$ cat src/rtl/rsd_pkg.sv
// Shared constants for the registered SDRAM command front end.
// Assumes the command word is one-hot with the bit positions below.
package rsd_pkg;
    localparam int NCMD     = 10;
    localparam int CMD_INH  = 0;
    localparam int CMD_NOP  = 1;
    localparam int CMD_ACT  = 2;
    localparam int CMD_RD   = 3;
    localparam int CMD_WR   = 4;
    localparam int CMD_BST  = 5;
    localparam int CMD_PRE  = 6;
    localparam int CMD_AREF = 7;
    localparam int CMD_SREF = 8;
    localparam int CMD_LMR  = 9;
endpackage

$ cat src/rtl/rsd_stage.sv
// Pipeline-or-bypass stage for a flat control/address vector.
// Assumes reg_en is a static strap; switching it at run time is allowed
// but the output simply re-selects between the register and the input.
module rsd_stage #(
    parameter int          W       = 8,
    parameter logic [W-1:0] RST_VAL = '0
) (
    input  logic         clk,
    input  logic         rst_n,
    input  logic         reg_en,
    input  logic [W-1:0] d,
    output logic [W-1:0] q
);
    logic [W-1:0] q_r;

    // Capture the host vector each edge; reset loads the idle pattern.
    always_ff @(posedge clk) begin
        if (!rst_n) q_r <= RST_VAL;
        else        q_r <= d;
    end

    // Pick the registered copy or the live input according to the strap.
    always_comb q = reg_en ? q_r : d;
endmodule

$ cat src/rtl/rsd_cmd_decode.sv
// Combinational command decoder working on the forwarded control lines.
// Produces a one-hot command word and the per-command qualifiers.
// Assumes the block counts as selected when any chip select is low.
module rsd_cmd_decode
    import rsd_pkg::*;
#(
    parameter int NCS    = 2,
    parameter int ADDR_W = 12,
    parameter int BANK_W = 2,
    parameter int COL_W  = 9,
    parameter int AP_BIT = 10,
    localparam int NBANK = 1 << BANK_W
) (
    input  logic [NCS-1:0]    cs_n,
    input  logic              ras_n,
    input  logic              cas_n,
    input  logic              we_n,
    input  logic              cke,
    input  logic [ADDR_W-1:0] addr,
    input  logic [BANK_W-1:0] bank,
    output logic [NCMD-1:0]   cmd,
    output logic              auto_pre,
    output logic              pre_all,
    output logic [NBANK-1:0]  bank_hit,
    output logic [ADDR_W-1:0] row,
    output logic [COL_W-1:0]  col
);
    logic [NBANK-1:0] bank_dec;
    logic             is_rw;

    // Map the strobe pattern onto one command bit.
    always_comb begin
        cmd = '0;
        if (&cs_n) begin
            cmd[CMD_INH] = 1'b1;
        end else begin
            unique case ({ras_n, cas_n, we_n})
                3'b111:  cmd[CMD_NOP] = 1'b1;
                3'b011:  cmd[CMD_ACT] = 1'b1;
                3'b101:  cmd[CMD_RD]  = 1'b1;
                3'b100:  cmd[CMD_WR]  = 1'b1;
                3'b110:  cmd[CMD_BST] = 1'b1;
                3'b010:  cmd[CMD_PRE] = 1'b1;
                3'b001:  begin
                    if (cke) cmd[CMD_AREF] = 1'b1;
                    else     cmd[CMD_SREF] = 1'b1;
                end
                default: cmd[CMD_LMR] = 1'b1;
            endcase
        end
    end

    // One-hot decode of the bank field.
    always_comb begin
        bank_dec       = '0;
        bank_dec[bank] = 1'b1;
    end

    // Derive precharge flags, bank targets and the address split.
    always_comb begin
        is_rw    = cmd[CMD_RD] | cmd[CMD_WR];
        auto_pre = is_rw & addr[AP_BIT];
        pre_all  = cmd[CMD_PRE] & addr[AP_BIT];
        if (pre_all)
            bank_hit = '1;
        else if (is_rw | cmd[CMD_ACT] | cmd[CMD_PRE])
            bank_hit = bank_dec;
        else
            bank_hit = '0;
        row = cmd[CMD_ACT] ? addr : '0;
        col = is_rw ? addr[COL_W-1:0] : '0;
    end
endmodule

$ cat src/rtl/rsd_dly.sv
// Fixed-depth delay line used for the read output-disable latency.
// Assumes DEPTH >= 1; every stage resets to RST_VAL.
module rsd_dly #(
    parameter int           W       = 8,
    parameter int           DEPTH   = 2,
    parameter logic [W-1:0] RST_VAL = '1
) (
    input  logic         clk,
    input  logic         rst_n,
    input  logic [W-1:0] d,
    output logic [W-1:0] q
);
    logic [W-1:0] stg [DEPTH];

    genvar i;
    generate
        for (i = 0; i < DEPTH; i++) begin : g_stg
            if (i == 0) begin : g_head
                // First stage samples the input.
                always_ff @(posedge clk) begin
                    if (!rst_n) stg[0] <= RST_VAL;
                    else        stg[0] <= d;
                end
            end else begin : g_tail
                // Later stages shift the previous stage along.
                always_ff @(posedge clk) begin
                    if (!rst_n) stg[i] <= RST_VAL;
                    else        stg[i] <= stg[i-1];
                end
            end
        end
    endgenerate

    assign q = stg[DEPTH-1];
endmodule

$ cat src/rtl/rdimm_cmd_frontend.sv
// Command/address front end of a registered memory module.
// Forwards host control lines through a strap-selected register or bypass,
// then decodes the forwarded lines and applies the data-mask latencies.
// Assumes reg_en is tied off per board; the reset is synchronous, active low.
module rdimm_cmd_frontend
    import rsd_pkg::*;
#(
    parameter int NCS     = 2,
    parameter int ADDR_W  = 12,
    parameter int BANK_W  = 2,
    parameter int LANES   = 8,
    parameter int COL_W   = 9,
    parameter int AP_BIT  = 10,
    parameter int HIZ_LAT = 2,
    localparam int NBANK  = 1 << BANK_W
) (
    input  logic              clk,
    input  logic              rst_n,
    input  logic              reg_en,
    input  logic [NCS-1:0]    in_cs_n,
    input  logic              in_ras_n,
    input  logic              in_cas_n,
    input  logic              in_we_n,
    input  logic              in_cke,
    input  logic [ADDR_W-1:0] in_addr,
    input  logic [BANK_W-1:0] in_bank,
    input  logic [LANES-1:0]  in_dqm,
    output logic [NCS-1:0]    mem_cs_n,
    output logic              mem_ras_n,
    output logic              mem_cas_n,
    output logic              mem_we_n,
    output logic              mem_cke,
    output logic [ADDR_W-1:0] mem_addr,
    output logic [BANK_W-1:0] mem_bank,
    output logic [LANES-1:0]  mem_dqm,
    output logic [NCMD-1:0]   cmd_onehot,
    output logic              auto_pre,
    output logic              pre_all,
    output logic [NBANK-1:0]  bank_hit,
    output logic [ADDR_W-1:0] row_addr,
    output logic [COL_W-1:0]  col_addr,
    output logic [LANES-1:0]  wr_mask,
    output logic [LANES-1:0]  rd_hiz
);
    localparam int VEC_W = NCS + 4 + ADDR_W + BANK_W + LANES;
    localparam logic [VEC_W-1:0] IDLE_VEC =
        {{NCS{1'b1}}, 4'b1111, {ADDR_W{1'b0}}, {BANK_W{1'b0}}, {LANES{1'b1}}};

    logic [VEC_W-1:0] host_vec;
    logic [VEC_W-1:0] fwd_vec;

    // Pack the host lines into one vector for the stage.
    always_comb host_vec = {in_cs_n, in_ras_n, in_cas_n, in_we_n, in_cke,
                            in_addr, in_bank, in_dqm};

    rsd_stage #(.W(VEC_W), .RST_VAL(IDLE_VEC)) u_stage (
        .clk    (clk),
        .rst_n  (rst_n),
        .reg_en (reg_en),
        .d      (host_vec),
        .q      (fwd_vec)
    );

    // Unpack the forwarded vector onto the memory-side pins.
    always_comb {mem_cs_n, mem_ras_n, mem_cas_n, mem_we_n, mem_cke,
                 mem_addr, mem_bank, mem_dqm} = fwd_vec;

    rsd_cmd_decode #(
        .NCS(NCS), .ADDR_W(ADDR_W), .BANK_W(BANK_W),
        .COL_W(COL_W), .AP_BIT(AP_BIT)
    ) u_dec (
        .cs_n     (mem_cs_n),
        .ras_n    (mem_ras_n),
        .cas_n    (mem_cas_n),
        .we_n     (mem_we_n),
        .cke      (mem_cke),
        .addr     (mem_addr),
        .bank     (mem_bank),
        .cmd      (cmd_onehot),
        .auto_pre (auto_pre),
        .pre_all  (pre_all),
        .bank_hit (bank_hit),
        .row      (row_addr),
        .col      (col_addr)
    );

    // Write masking acts on the same cycle as the forwarded mask.
    always_comb wr_mask = mem_dqm;

    rsd_dly #(.W(LANES), .DEPTH(HIZ_LAT), .RST_VAL({LANES{1'b1}})) u_hiz (
        .clk   (clk),
        .rst_n (rst_n),
        .d     (mem_dqm),
        .q     (rd_hiz)
    );
endmodule

$ cat config.mk
export PLATFORM = sky130hd
export DESIGN_NAME = rdimm_cmd_frontend
export DESIGN_NICKNAME = d
export VERILOG_FILES = /design/src/rtl/rsd_pkg.sv /design/src/rtl/rsd_stage.sv /design/src/rtl/rsd_cmd_decode.sv /design/src/rtl/rsd_dly.sv /design/src/rtl/rdimm_cmd_frontend.sv
export SDC_FILE = /design/constraint.sdc
export NUM_CORES = 1
export LEC_CHECK = 0
export BUFFER_PORTS_ARGS = -buffer_cell sky130_fd_sc_hd__buf_4
export CORE_ASPECT_RATIO = 1.1
export CORE_UTILIZATION = 40
export DETAILED_ROUTE_END_ITERATION = 6
export PLACE_DENSITY = 0.83
export SYNTH_ARGS = -nofsm -noshare
export SYNTH_HDL_FRONTEND = slang
export SYNTH_SLANG_ARGS = --single-unit
export TNS_END_PERCENT = 1
$ cat constraint.sdc
create_clock -name clk -period 1.8 [get_ports clk]
set_input_delay 0.36 -clock clk [delete_from_list [all_inputs] [get_ports clk]]
set_output_delay 0.36 -clock clk [all_outputs]
set_load 0.02 [all_outputs]
==> results of run 1 <==
[path summary, 6_finish.rpt]
| check | cells after the start | end |
|---|---|---|
| setup / recovery | 5 | bank_hit[0] |
| hold / removal | 2 | u_stage.q_r[6] |
| setup reg to reg | 2 | u_hiz.stg[0][4] |
| hold reg to reg | 1 | u_hiz.stg[1][0] |
[kinds of logic (layout without fill, tap and decap cells)]
kind of cell,Yosys count,in the layout,share of synthesized area [%]
XOR/XNOR,1,1,0.823
buffers and inverters,32,147,9.49
AND/OR/NAND/NOR,88,88,24.9
multiplexers,29,29,17.8
AO/OA/AOI/OAI,5,5,2.47
flip-flops,44,44,44.6
[Yosys cell counts, drive strengths merged]
| library cell | n |
|---|---|
| and2 | 15 |
| or2 | 8 |
| o31ai | 1 |
| mux2 | 17 |
| nor2b | 1 |
| clkbuf | 3 |
| mux2i | 12 |
| and2b | 1 |
| nor2 | 27 |
| xnor2 | 1 |
| buf | 13 |
| inv | 16 |
| nand2 | 6 |
| a32o | 1 |
| nand3 | 4 |
| nand2b | 23 |
| o21ai | 3 |
| dfxtp | 44 |
| and3 | 3 |
[power by group through the flow]
stage	clock network, uW	logic (uW)	registers, uW
after floorplan	0	363	1070
after global placement	0	604	1060
after detailed placement	0	614	1060
after CTS	780	627	1040
after global routing	835	679	1040
final	756	633	1040
[state kept, by name (all words and copies together) (netlist names)]
signal       count
u_stage.q_r     28
u_hiz.stg       16
[cell type report]
class                      count  share of cell area (%)
inverter                      16                    1.98
multi-input combinational    123                    31.6
clock inverter                 3                    1.52
tap                           56                    2.30
timing repair buffer         123                    31.4
clock buffer                   5                    2.26
sequential                    44                    29.0
[per-stage QoR]
step	util [%]	cells	hold WS (ns)	instance area, um^2
4_1_cts	64.2	370	0.251	3010
6_report	64.9	370	0.257	3040
5_1_grt	64.9	370	0.249	3040
2_1_floorplan	-	199	0.386	1990
3_5_place_dp	60.9	362	0.392	2850
3_3_place_gp	60.9	362	0.388	2850
[cells in the final DEF (no fill, tap or decap), drive strengths merged, types with 4 or more instances in the layout]
cell    count
dfxtp      44
mux2i      12
nor2       27
or2         8
nand2       6
nand2b     23
buf       123
mux2       17
clkbuf      5
and2       15
nand3       4
inv        17
[per-layer routing]
| layer | vias up | track usage (%) | part of all wire, % |
|---|---|---|---|
| li1 | 840 | - | - |
| met1 | 778 | 18.0 | 39 |
| met2 | 49 | 32.6 | 57 |
| met3 | 6 | 2.91 | 3.2 |
| met4 | 0 | 7.48 | 1.4 |
| met5 | - | 0 | 0 |
[worst reg2reg max path: cells and delay by family (launching register included)]
kind | cells | cell delay (ns)
flops | 1 | 0.31
mux | 1 | 0.28
simple gates | 1 | 0.27
[timing repair]
action,CTS,global route
pin swaps,3,1
resized for setup,10,9
setup endpoints to repair,44,48
==> metrics.cfg, run 1 <==
[layout]
seq_area_um2=881
synthToLayoutAreaGrowth_pct=53.8
multiInputGateArea_um2=961
nFillCells=388
drive_gt1_share_pct=56.7
antenna_cells=0
fin_nets=344

[global_routing]
overflow=0
antenna_found_initial=0
grt_use_total_pct=16.7
grt_pass1_wl_mm=6.94
grt_pass1_vias=1549
grt_max_degree=26

[power]
p_leak_uw=0.00152
p_comb_share_pct=26.1
power_density_nw_per_um2=798
p_int_uw=1740
fin_total_pwr_uw=2430
p_switching_uw=683
max-vdd-ir-drop_uv=793
pwr-share-seq_pct=42.8
switching_share_pct=28.1
p_clk_share_pct=31.1

[worst_hold_path]
hp-start=in_dqm[6]
hp-class=in2reg

[yosys]
yosysWarnings=0
synth_largest_area_cell=dfxtp_1
netlist_area_um2=1980
avgSynthCellArea_um2=9.93
synth.area.top_cells=dfxtp_1 (45%), mux2_2 (7.4%), nand2b_1 (7.3%)
syn-instance-count=199
ys_seq_area_share_pct=44.6
syn-num-nets=230
synth-seq-cells=44
synth_cell_type_count=28
synth_top_cell_area_share_pct=44.6

[sta]
rsz0062_at_grt=true
setup_tns_ns=-0.905
finalSetupViolCount=27
timing_worst_slew_pin_value_ns=0.248
skew_ns=0.00691
slew_viol_final=0
finalWorstPathRequiredPeriod_ns=1.90
hold_viol_final=0
final.setup.worst_slack_ns=-0.0951
slew-limit-headroom_pct=83.0
min_period_over_period_pct=105
fmax_ghz=0.528

[critical_path]
critPathBufInv=1
end_kind=output pin
required_ns=1.44
critPathLaunch=u_stage.q_r[25]
cp_max_fo=5
cp_slowest_cell=dfxtp_1
crit_family=flip-flops
regToRegSetupSlack_ns=0.82
max_stage_delay_ns=0.32
r2r-start=u_stage.q_r[4]
critPathArrivalTime_ns=1.54
worstSetupStartpointType=flip-flop
path_cells=mux2_4, xnor2_2, nand2_2, o31ai_4, buf_6
worst-setup-path-type=reg2out

[die]
die_w_um=69.0
io_pins=112
die-height_um=75.7
die-area_um2=5230
initial_core_util_pct=42.2
coreArea_um2=4680
rows=26

[route]
ant_nets=0
wl_per_cell_um=12.5
drcViolationCount=0
vias_per_cell=4.52
via_count=1673
drt_pre_antenna_iters=6
drtIter0Drc=62
routed_wl_mm=4.63

[placement]
place_ws_ns=-0.153
dpl.hpwl_mm=3.59
port_buffers=111
gp_congestion=0.726

[outcome]
outcome=finished, violations left
violations=setup timing

[clock_network]
cts.path.max_buffers=2
clk_latency_ns=0.29
cts.htree.levels=2
cts_tree=built
ctsHoldBuffers=0
cts_root_buffer=clkbuf_8
clk_transition_reported_paths_ns=0.09
cts_made_buffers=5
cts_num_sinks=44
postCtsSetupBuffers=0

[job]
cap_viol_max_count=0

(Power assumes the default switching activity.)
==> run 2, diff against run 1 <==
--- a/config.mk
+++ b/config.mk
@@ -9,7 +9,7 @@
 export CORE_ASPECT_RATIO = 1.1
 export CORE_UTILIZATION = 40
 export DETAILED_ROUTE_END_ITERATION = 6
-export PLACE_DENSITY = 0.83
+export PLACE_DENSITY = 0.84
 export SYNTH_ARGS = -nofsm -noshare
 export SYNTH_HDL_FRONTEND = slang
 export SYNTH_SLANG_ARGS = --single-unit
==> constraint.sdc (replaced) <==
create_clock -name clk -period 1.89 [get_ports clk]
set_input_delay 0.378 -clock clk [delete_from_list [all_inputs] [get_ports clk]]
set_output_delay 0.378 -clock clk [all_outputs]
set_load 0.02 [all_outputs]
==> run 2 against run 1 <==
The run still ends with setup timing left; first-iteration DRC count fell by 35%; die area did not move; largest cell class unchanged; count of clock-buffer cells in the layout did not move; global-route usage rose by 0.41 points; via count fell by 1.0%; register-to-register slack improved by 0.10 ns; combinational power fell by 6.5%; clock skew fell by 0.0038 ns; cell area fell by 2.3%; critical path type is now in2out; sequential power fell by 5%; critical path depth rose by 2.
==> metrics.cfg, run 2 (synthesis gave the netlist of run 1 again) <==
[die]
die-height_um=75.7  ; unchanged
die-area_um2=5230  ; unchanged
initial_core_util_pct=42.2  ; unchanged
io_pins=112  ; unchanged
rows=26  ; unchanged
die_w_um=69.0  ; unchanged
coreArea_um2=4680  ; unchanged

[sta]
timing_worst_slew_pin_value_ns=0.281  ; was 0.248 ns
slew-limit-headroom_pct=80.7  ; was 83.0%
setup_tns_ns=-0.157  ; was -0.905 ns
hold_viol_final=0  ; unchanged
finalSetupViolCount=4  ; was 27
final.setup.worst_slack_ns=-0.0614  ; was -0.0951 ns
slew_viol_final=0  ; unchanged
skew_ns=0.00308  ; was 0.00691 ns
hold_ws_ns=0.272  ; was 0.257 ns
fmax_ghz=0.512
finalWorstPathRequiredPeriod_ns=1.95
rsz0062_at_grt=true  ; unchanged
min_period_over_period_pct=103

[clock_network]
cts_tree=built  ; unchanged
cts_num_sinks=44  ; unchanged
postCtsSetupBuffers=0  ; unchanged
cts.path.max_buffers=2  ; unchanged
cts_root_buffer=clkbuf_8  ; unchanged
clk_latency_ns=0.29  ; about the same
cts_made_buffers=5  ; unchanged
cts.htree.levels=2  ; unchanged
clk_transition_reported_paths_ns=0.08  ; was 0.09 ns

[route]
ant_nets=0  ; unchanged
drt_pre_antenna_iters=4  ; was 6
via_count=1656  ; was 1673
drtIter0Drc=40  ; was 62
drcViolationCount=0  ; unchanged
routed_wl_mm=4.67  ; was 4.63 mm
wl_per_cell_um=12.6  ; was 12.5 um
vias_per_cell=4.48  ; was 4.52

[critical_path]
max_stage_delay_ns=0.31  ; was 0.32 ns
path_cells=buf_4, buf_4, mux2i_4, xnor2_2, nand2_2, o31ai_2, buf_4  ; was mux2_4, xnor2_2, nand2_2, o31ai_4, buf_6
worstSetupStartpointType=input pin  ; was flip-flop
critPathArrivalTime_ns=1.57  ; was 1.54 ns
required_ns=1.51  ; was 1.44 ns
cp_slowest_cell=mux2i_4  ; was dfxtp_1
cpMostUsedCell=buf_4
end_kind=output pin  ; unchanged
worst-setup-path-type=in2out  ; was reg2out
cp_max_fo=7  ; was 5

[global_routing]
antenna_found_initial=0  ; unchanged
grt_max_degree=24  ; was 26
grt_use_total_pct=17.1  ; was 16.7%
overflow=0  ; unchanged
grt_pass1_wl_mm=6.96  ; was 6.94 mm
grt_pass1_vias=1526  ; was 1549

[layout]
max_flop_register=u_stage.q_r  ; unchanged
fin_util_pct=63.4  ; was 64.9%
fin_nets=345  ; was 344
largest_register_ffs=28  ; unchanged
layout_common_cells=buf_4 (122), dfxtp_1 (44), nor2_1 (25)  ; was buf_4 (115), dfxtp_1 (44), nor2_1 (25)
mostFrequentLayoutCell=buf_4  ; unchanged
antenna_cells=0  ; unchanged
drive_gt1_share_pct=55.1  ; was 56.7%
synthToLayoutAreaGrowth_pct=50.2  ; was 53.8%
finalNonFillerCells=370  ; unchanged
reg_top3=u_stage.q_r (28), u_hiz.stg (16)  ; unchanged

[power]
max-vdd-ir-drop_uv=399  ; was 793 uV
power_density_nw_per_um2=719  ; was 798 nW/um^2
p_leak_uw=0.00151  ; was 0.00152 uW
fin_total_pwr_uw=2130  ; was 2430 uW

[job]
cap_viol_max_count=0  ; unchanged

[outcome]
outcome=finished, violations left  ; unchanged
violations=setup timing  ; unchanged

[placement]
gp_congestion=0.814  ; was 0.726
dpl.hpwl_mm=3.67  ; was 3.59 mm
port_buffers=111  ; unchanged
place_inst=363  ; was 362

[worst_hold_path]
hp-class=in2reg  ; unchanged

run 2: cell count changes in the layout (fill, tap and decap cells not counted), sizes merged:
cell	change
clkinv	+1
buf	+1
bufinv	-1
inv	-1
run 2: worst paths after layout:
path / from / to / slack (ns) / cells past startpoint
max: reg_en / bank_hit[0] / -0.06 / 7
min: in_dqm[5] / u_stage.q_r[5] / 0.27 / 2
max reg2reg: u_stage.q_r[4] / u_hiz.stg[0][4] / 0.92 / 2
min reg2reg: u_hiz.stg[0][1] / u_hiz.stg[1][1] / 0.41 / 1
run 2: timing repair:
| action | 4_1_cts | 5_1_grt |
|---|---|---|
| cloned | 0 | 0 |
| hold buffers | 0 | 0 |
| endpoints found under the hold margin | 0 | 0 |
| setup endpoints to repair | 29 | 34 |
| gates resized for setup | 4 | 4 |
| pin swaps | 2 | 3 |
run 2: worst max-delay path: cells and delay by family:
kind | cells | cell delay, ns
compound gates | 1 | 0.18
mux | 1 | 0.31
buf+inv | 3 | 0.44
xor+xnor | 1 | 0.17
simple gates | 1 | 0.10
run 2: layout make-up:
cell class              instances  area (um^2)
repair buffers                124          938
flip-flops and latches         44          881
clock inverters                 2         12.5
clock buffers                   5         68.8
well taps                      56         70.1
fillers                       401         1720
inverters                      16         60.1
multi-input cells             123          938
run 2: stage by stage:
step	cell area (um^2)	setup WS (ns)
floorplan	1980	0.00633
global route	2970	-0.124
finish	2970	-0.0614
CTS	2950	-0.0635
detailed placement	2850	-0.102
global placement	2850	-0.0526
run 2: power by group:
part	switching, uW	total, uW	internal, uW	leakage, uW
combinational	312	592	281	0.00110
clock	304	554	250	0.0000400
sequential	13.2	988	975	0.000366
total	629	2130	1510	0.00151
run 2: per-layer routing:
layer  vias up  routed length [um]  global-route usage [%]
li1        842                   -                       -
met1       756                1800                    18.5
met2        52                2570                    32.3
met3         6                 228                    4.10
met4         0                  78                    7.94
met5         -                   0                       0
